**config.mk**
```make
export PLATFORM = sky130hd
export DESIGN_NAME = dc_recon_adder
export DESIGN_NICKNAME = d
export VERILOG_FILES = /design/src/rtl/dcr_pkg.sv /design/src/rtl/dcr_offset.sv /design/src/rtl/dcr_lane_clip.sv /design/src/rtl/dcr_row_seq.sv /design/src/rtl/dc_recon_adder.sv
export SDC_FILE = /design/constraint.sdc
export NUM_CORES = 1
export LEC_CHECK = 0
export ABC_AREA = 1
export ABC_CLOCK_PERIOD_IN_PS = 4300
export BUFFER_PORTS_ARGS = -buffer_cell sky130_fd_sc_hd__buf_2
export CORE_AREA = 2 2 174 142
export CTS_CLUSTER_SIZE = 10
export DETAILED_ROUTE_END_ITERATION = 16
export DIE_AREA = 0 0 176 144
export PLACE_DENSITY = 0.81
export SYNTH_ARGS = -nofsm -noshare
export SYNTH_HDL_FRONTEND = slang
export SYNTH_SLANG_ARGS = --single-unit
```
**constraint.sdc**
```tcl
create_clock -name clk -period 4.3 [get_ports clk]
set_clock_uncertainty 0.05 [all_clocks]
set_input_delay 0.86 -clock clk [delete_from_list [all_inputs] [get_ports clk]]
set_output_delay 0.86 -clock clk [all_outputs]
set_load 0.01 [all_outputs]
```
**src/rtl/dcr_pkg.sv**
```systemverilog
package dcr_pkg;

  typedef enum logic [1:0] {
    SHAPE_SINGLE = 2'b00,
    SHAPE_PAIR   = 2'b01,
    SHAPE_LARGE  = 2'b10,
    SHAPE_LARGE2 = 2'b11
  } shape_e;

  function automatic logic shape_is_large(input logic [1:0] m);
    return m[1];
  endfunction

  function automatic logic shape_is_pair(input logic [1:0] m);
    return (m == SHAPE_PAIR);
  endfunction

endpackage

```
**src/rtl/dcr_offset.sv**
```systemverilog
module dcr_offset #(
  parameter int DC_W  = 32,
  parameter int OFF_W = 12,
  parameter int SHIFT = 6
) (
  input  logic [DC_W-1:0]         dc,
  output logic signed [OFF_W-1:0] off
);
  localparam int RND = 1 << (SHIFT - 1);
  localparam longint HI_L = (longint'(1) << (OFF_W - 1)) - 1;
  localparam longint LO_L = -(longint'(1) << (OFF_W - 1));
  localparam logic signed [DC_W:0] HI = (DC_W+1)'(HI_L);
  localparam logic signed [DC_W:0] LO = (DC_W+1)'(LO_L);

  logic signed [DC_W:0] sum;
  logic signed [DC_W:0] shd;

  // One guard bit keeps the rounding add exact for every DC value.
  always_comb begin
    sum = $signed({dc[DC_W-1], dc}) + $signed((DC_W+1)'(RND));
    shd = sum >>> SHIFT;
    if (shd > HI)      off = HI[OFF_W-1:0];
    else if (shd < LO) off = LO[OFF_W-1:0];
    else               off = shd[OFF_W-1:0];
  end
endmodule

```
**src/rtl/dcr_lane_clip.sv**
```systemverilog
module dcr_lane_clip #(
  parameter int PIX_W = 10,
  parameter int OFF_W = 12
) (
  input  logic [PIX_W-1:0]        pred,
  input  logic signed [OFF_W-1:0] off,
  output logic [PIX_W-1:0]        pix
);
  localparam int SUM_W = OFF_W + 1;
  localparam logic signed [SUM_W-1:0] PMAX = SUM_W'((1 << PIX_W) - 1);

  logic signed [SUM_W-1:0] sum;

  always_comb begin
    sum = $signed({{(SUM_W-PIX_W){1'b0}}, pred}) + $signed({off[OFF_W-1], off});
    if (sum[SUM_W-1])  pix = '0;
    else if (sum > PMAX) pix = '1;
    else               pix = sum[PIX_W-1:0];
  end
endmodule

```
**src/rtl/dcr_row_seq.sv**
```systemverilog
module dcr_row_seq #(
  parameter int ADDR_W = 10,
  parameter int ROW_W  = 3
) (
  input  logic              clk,
  input  logic              rst,
  input  logic              accept,
  input  logic [ADDR_W-1:0] base,
  input  logic [ADDR_W-1:0] step,
  input  logic [ROW_W-1:0]  rows_m1,
  output logic              rd_en,
  output logic [ADDR_W-1:0] rd_addr,
  output logic              rd_last
);
  logic [ROW_W-1:0]  row_q;
  logic [ROW_W-1:0]  last_q;
  logic [ADDR_W-1:0] next_q;
  logic [ADDR_W-1:0] step_q;

  always_ff @(posedge clk) begin
    if (rst) begin
      rd_en   <= 1'b0;
      rd_addr <= '0;
      row_q   <= '0;
      last_q  <= '0;
      next_q  <= '0;
      step_q  <= '0;
    end else if (accept) begin
      rd_en   <= 1'b1;
      rd_addr <= base;
      row_q   <= '0;
      last_q  <= rows_m1;
      next_q  <= base + step;
      step_q  <= step;
    end else if (rd_en) begin
      if (row_q == last_q) begin
        rd_en <= 1'b0;
      end else begin
        row_q   <= row_q + 1'b1;
        rd_addr <= next_q;
        next_q  <= next_q + step_q;
      end
    end
  end

  assign rd_last = rd_en && (row_q == last_q);
endmodule

```
**src/rtl/dc_recon_adder.sv**
```systemverilog
module dc_recon_adder #(
  parameter int LANES  = 8,
  parameter int PIX_W  = 10,
  parameter int DC_W   = 32,
  parameter int ADDR_W = 10
) (
  input  logic                     clk,
  input  logic                     rst,
  input  logic                     start,
  input  logic [1:0]               blk_mode,
  input  logic [DC_W-1:0]          dc_a,
  input  logic [DC_W-1:0]          dc_b,
  input  logic [ADDR_W-1:0]        base_addr,
  input  logic [ADDR_W-1:0]        stride,
  output logic                     busy,
  output logic                     done,
  output logic                     rd_en,
  output logic [ADDR_W-1:0]        rd_addr,
  input  logic [LANES*PIX_W-1:0]   rd_data,
  output logic                     wr_en,
  output logic [ADDR_W-1:0]        wr_addr,
  output logic [LANES*PIX_W-1:0]   wr_data,
  output logic [LANES-1:0]         wr_mask,
  output logic                     clr_en,
  output logic [1:0]               clr_sel
);
  import dcr_pkg::*;

  localparam int HALF  = LANES / 2;
  localparam int ROW_W = $clog2(LANES);
  localparam int OFF_W = PIX_W + 2;
  localparam logic [LANES-1:0] MASK_LO = LANES'((1 << HALF) - 1);

  logic                    accept;
  logic signed [OFF_W-1:0] off_a_c, off_b_c;
  logic signed [OFF_W-1:0] off_a_q, off_b_q;
  logic                    pair_q, large_q;
  logic [ROW_W-1:0]        rows_m1;
  logic                    rd_last;
  logic                    s1_valid, s1_last;
  logic [ADDR_W-1:0]       s1_addr;
  logic [LANES*PIX_W-1:0]  row_out;

  assign accept  = start && !busy;
  assign rows_m1 = shape_is_large(blk_mode) ? ROW_W'(LANES - 1) : ROW_W'(HALF - 1);

  dcr_offset #(.DC_W(DC_W), .OFF_W(OFF_W), .SHIFT(6)) u_off_a (.dc(dc_a), .off(off_a_c));
  dcr_offset #(.DC_W(DC_W), .OFF_W(OFF_W), .SHIFT(6)) u_off_b (.dc(dc_b), .off(off_b_c));

  dcr_row_seq #(.ADDR_W(ADDR_W), .ROW_W(ROW_W)) u_seq (
    .clk(clk), .rst(rst), .accept(accept), .base(base_addr), .step(stride),
    .rows_m1(rows_m1), .rd_en(rd_en), .rd_addr(rd_addr), .rd_last(rd_last)
  );

  // Command registers, held for the whole run.
  always_ff @(posedge clk) begin
    if (rst) begin
      busy    <= 1'b0;
      off_a_q <= '0;
      off_b_q <= '0;
      pair_q  <= 1'b0;
      large_q <= 1'b0;
      clr_en  <= 1'b0;
      clr_sel <= 2'b00;
    end else begin
      clr_en <= accept;
      if (accept) begin
        busy    <= 1'b1;
        off_a_q <= off_a_c;
        off_b_q <= off_b_c;
        pair_q  <= shape_is_pair(blk_mode);
        large_q <= shape_is_large(blk_mode);
        clr_sel <= {shape_is_pair(blk_mode), 1'b1};
      end else if (done) begin
        busy <= 1'b0;
      end
    end
  end

  // Per-lane add and saturate on the returned prediction row.
  for (genvar g = 0; g < LANES; g++) begin : g_lane
    logic signed [OFF_W-1:0] lane_off;
    assign lane_off = (pair_q && g >= HALF) ? off_b_q : off_a_q;
    dcr_lane_clip #(.PIX_W(PIX_W), .OFF_W(OFF_W)) u_clip (
      .pred(rd_data[g*PIX_W +: PIX_W]),
      .off (lane_off),
      .pix (row_out[g*PIX_W +: PIX_W])
    );
  end

  // Stage aligned with the store's read latency, then the registered write.
  always_ff @(posedge clk) begin
    if (rst) begin
      s1_valid <= 1'b0;
      s1_last  <= 1'b0;
      s1_addr  <= '0;
      wr_en    <= 1'b0;
      wr_addr  <= '0;
      wr_data  <= '0;
      wr_mask  <= '0;
      done     <= 1'b0;
    end else begin
      s1_valid <= rd_en;
      s1_last  <= rd_last;
      s1_addr  <= rd_addr;
      wr_en    <= s1_valid;
      done     <= s1_valid && s1_last;
      if (s1_valid) begin
        wr_addr <= s1_addr;
        wr_data <= row_out;
        wr_mask <= (pair_q || large_q) ? '1 : MASK_LO;
      end
    end
  end
endmodule

```
==> metrics.md <==
| Metric | Value |
|---|---|
| Placement Setup Slack | 726.1 ps |
| Core ar. | 23800 um2 |
| Inst Count DP | 2579 |
| Post-cts sizing count | 0 |
| DP Wirelength | 30030 um |
| First-pass GRT wire length | 61910 um |
| CP endpoint kind | flop |
| Mean Syn Cell Area | 6.372 um2 |
| Async set-reset flop share out of synthesis | 0% |
| Yosys warns | 0 |
| Most used DFF post-synth | dfxtp_1 |
| Sequential share of the synthesized area | 26.09% |
| Drt total wl | 39260 um |
| Post-CTS Setup Repair Bufs | 0 |
| Largest family of logic cells by synthesized area | simple AND/OR/NAND/NOR gates |
| H-tree depth | 4 |
| CTS tree | done |
| Worst Max-Slew Pin Slew | 925.4 ps |
| DRC Markers | 0 |
| Row cnt | 51 |
| Fin crit period | 3630 ps |
| Hold crit path type | flop to flop |
| WL/cell | 15.00 um |
| Vias/cell | 5.339 |
| Drt pass-1 iters | 6 |
| Final setup viols | 0 |
| Worst-Skew Late Latency | 440 ps |
| Max Cap Viol | 0 |
| Most frequent cells in the layout | nand2_1, buf_2, nor2_1 |
| Slew HR | 38.08% |
| Simple-Gate Fraction of Synth Area | 33.82% |
| Post-synth EDFFs | 0 |
| Finished Layout Cells | 2617 |
| Initial Utilization | 54.48% |
| RSZ-0062 raised after global routing | no |
| Share of layout cells above drive strength 1 | 15.92% |
| Critical path fanouts, max | 15 |
| Die Y | 144 um |
| Status | finished, final reports clean |
| Max Root-Sink Buffers | 2 |
| Layout area overhead | 16.96% |
| CTS clock-pin slew for the worst setup and hold paths | 70 ps |
| Vias post-DR | 13972 |
| Hold_buf cts | 0 |
| Worst vdd ir | 265.6 uV |
| Yosys reg bits | 169 |
| # IOs | 284 |
| Num CTS Buffers | 17 |
| Drt initial violations | 1007 |
| Fill count | 2269 |
| Final Hold Viols | 0 |
| Gp weighted congestion | 0.9548 |
| Crit path kind | flop to flop |
| Post-detailed-route count of antenna-violating nets | 0 |
| Gate Count Post-Synth | 2035 |
| Final #Nets | 2560 |
| Adder-Cell Fraction of Synth Area | 11.29% |
| Initial antenna violation count | 9 |
| Final Util | 63.72% |
| Clk sink count | 169 |
| Setup TNS | 0 ps |
| Final Worst Setup Slack | 670.5 ps |
| Total grt overflow | 0 |
| CTS root buf | clkbuf_16 |
| CP Launch Type | flop |
| Commonest non-fill, non-tap cell in the layout | nand2_1 |
| XOR/XNOR Fraction of Synth Area | 6.755% |
| Synthesized cell area | 12970 um2 |
| CP required | 4530 ps |
| PD cells | 324.6 nW/um2 |
| Buffers added on ports | 273 |
| Mux share of post-synthesis cell area | 0% |
| Largest net degree at the start of global routing | 67 |
| Fraction of the cycle the final worst path needs | 84.41% |
| Die Area | 25340 um2 |
| Pins Over Slew Limit | 0 |
| F_max | 275.5 MHz |
| LEAKAGE | 0.007611 uW |
| Die Wd | 176 um |
| Arrival time at the worst endpoint | 3860 ps |
| Complex-gate fraction of the synthesized area | 14.94% |
| Total GRT Usage | 30.42% |
| Distinct cells, synth | 46 |
| Vias in the first global route | 12787 |
| Syn_nets | 2315 |
## final timing paths
kind	start	end	slack, ps	cells past startpoint
worst min-delay path	s1_last	done	380	2
worst max register to register	clr_sel[1]	wr_data[79]	670	14
worst min register to register	s1_last	done	380	2
worst max-delay path	clr_sel[1]	wr_data[79]	670	14
## where the power goes
group          internal (uW)  total, uW  switching (uW)
clock network            846       1620             772
registers               1680       1780             100
logic                    566       1530             960
## kinds of logic (layout without fill, tap and decap cells)
group	count (synthesis)	in the layout
AO/OA/AOI/OAI	340	340
XOR/XNOR	100	100
adder cells (fa/ha/maj)	111	111
buffers and inverters	228	486
flip-flops	169	169
other	0	6
AND/OR/NAND/NOR	1087	1087
## per-stage QoR
step,power [uW],area (um2),hold WS [ps]
floorplan,2852,12970,354.5
global placement,3267,14520,359.6
detailed placement,3300,14520,368.4
CTS,4913,15150,378.6
global route,5197,15160,394.0
finish,4922,15170,376.9
## synth_stat cells, types with 5 or more instances
| library cell | n | area (um2) |
|---|---|---|
| ha_1 | 101 | 1264 |
| a22oi_1 | 6 | 45.04 |
| nor2_2 | 14 | 87.58 |
| a21boi_0 | 5 | 37.54 |
| buf_4 | 10 | 75.07 |
| inv_1 | 170 | 638.1 |
| a21oi_1 | 180 | 900.9 |
| xor2_1 | 69 | 604.3 |
| nor2_1 | 192 | 720.7 |
| a22o_1 | 12 | 105.1 |
| nand4_1 | 8 | 50.05 |
| o21ai_0 | 70 | 350.3 |
| nand2_1 | 746 | 2800 |
| dfxtp_1 | 169 | 3383 |
| nand2_2 | 13 | 81.33 |
| nand3_1 | 87 | 435.4 |
| o21bai_1 | 20 | 150.1 |
| clkbuf_1 | 37 | 138.9 |
| fa_1 | 10 | 200.2 |
| nor3_1 | 9 | 45.04 |
| nor2_4 | 6 | 67.56 |
| o21a_1 | 5 | 37.54 |
| xnor2_1 | 31 | 271.5 |
| a31oi_1 | 13 | 81.33 |
## cell type report
cell class              instances  area, um2  area share, %
diodes                          6      15.01        0.09900
clock buffers                  17      425.4          2.805
clock inverters                15      201.4          1.328
inverters                     174      654.4          4.315
multi-input cells            1638       8667          57.15
flip-flops and latches        169       3383          22.31
well taps                     318      397.9          2.624
repair buffers                280       1421          9.372
## registers in the layout, summed over array words and instances, names as in the netlist, 2 cells and up
| name | flops |
|---|---|
| s1_addr | 10 |
| wr_mask | 2 |
| g_lane.lane_off | 12 |
| off_b_q | 12 |
| clr_sel | 2 |
| u_seq.rd_addr | 10 |
| u_seq.next_q | 10 |
| u_seq.step_q | 10 |
| wr_addr | 10 |
| wr_data | 80 |
| u_seq.row_q | 3 |
## routing by layer
metal	global-route usage, %	share of wire (%)
met5	0	0.11
met4	9.482	2.4
met3	5.547	8.3
met2	50.62	45
met1	40.26	45
## critical path: stages, from the launching register on
cell and delay [ps]:
dfxtp_1 590, inv_1 340, or2_2 360, o21ai_0 80, buf_4 230, inv_1 170
ha_1 310, nand2_1 60, o21ai_0 270, a21oi_1 170, o21a_1 220, o21ai_2 350
nand3_1 120, nand2_1 80, a21oi_1 60
Power figures use the tool's default switching activity.
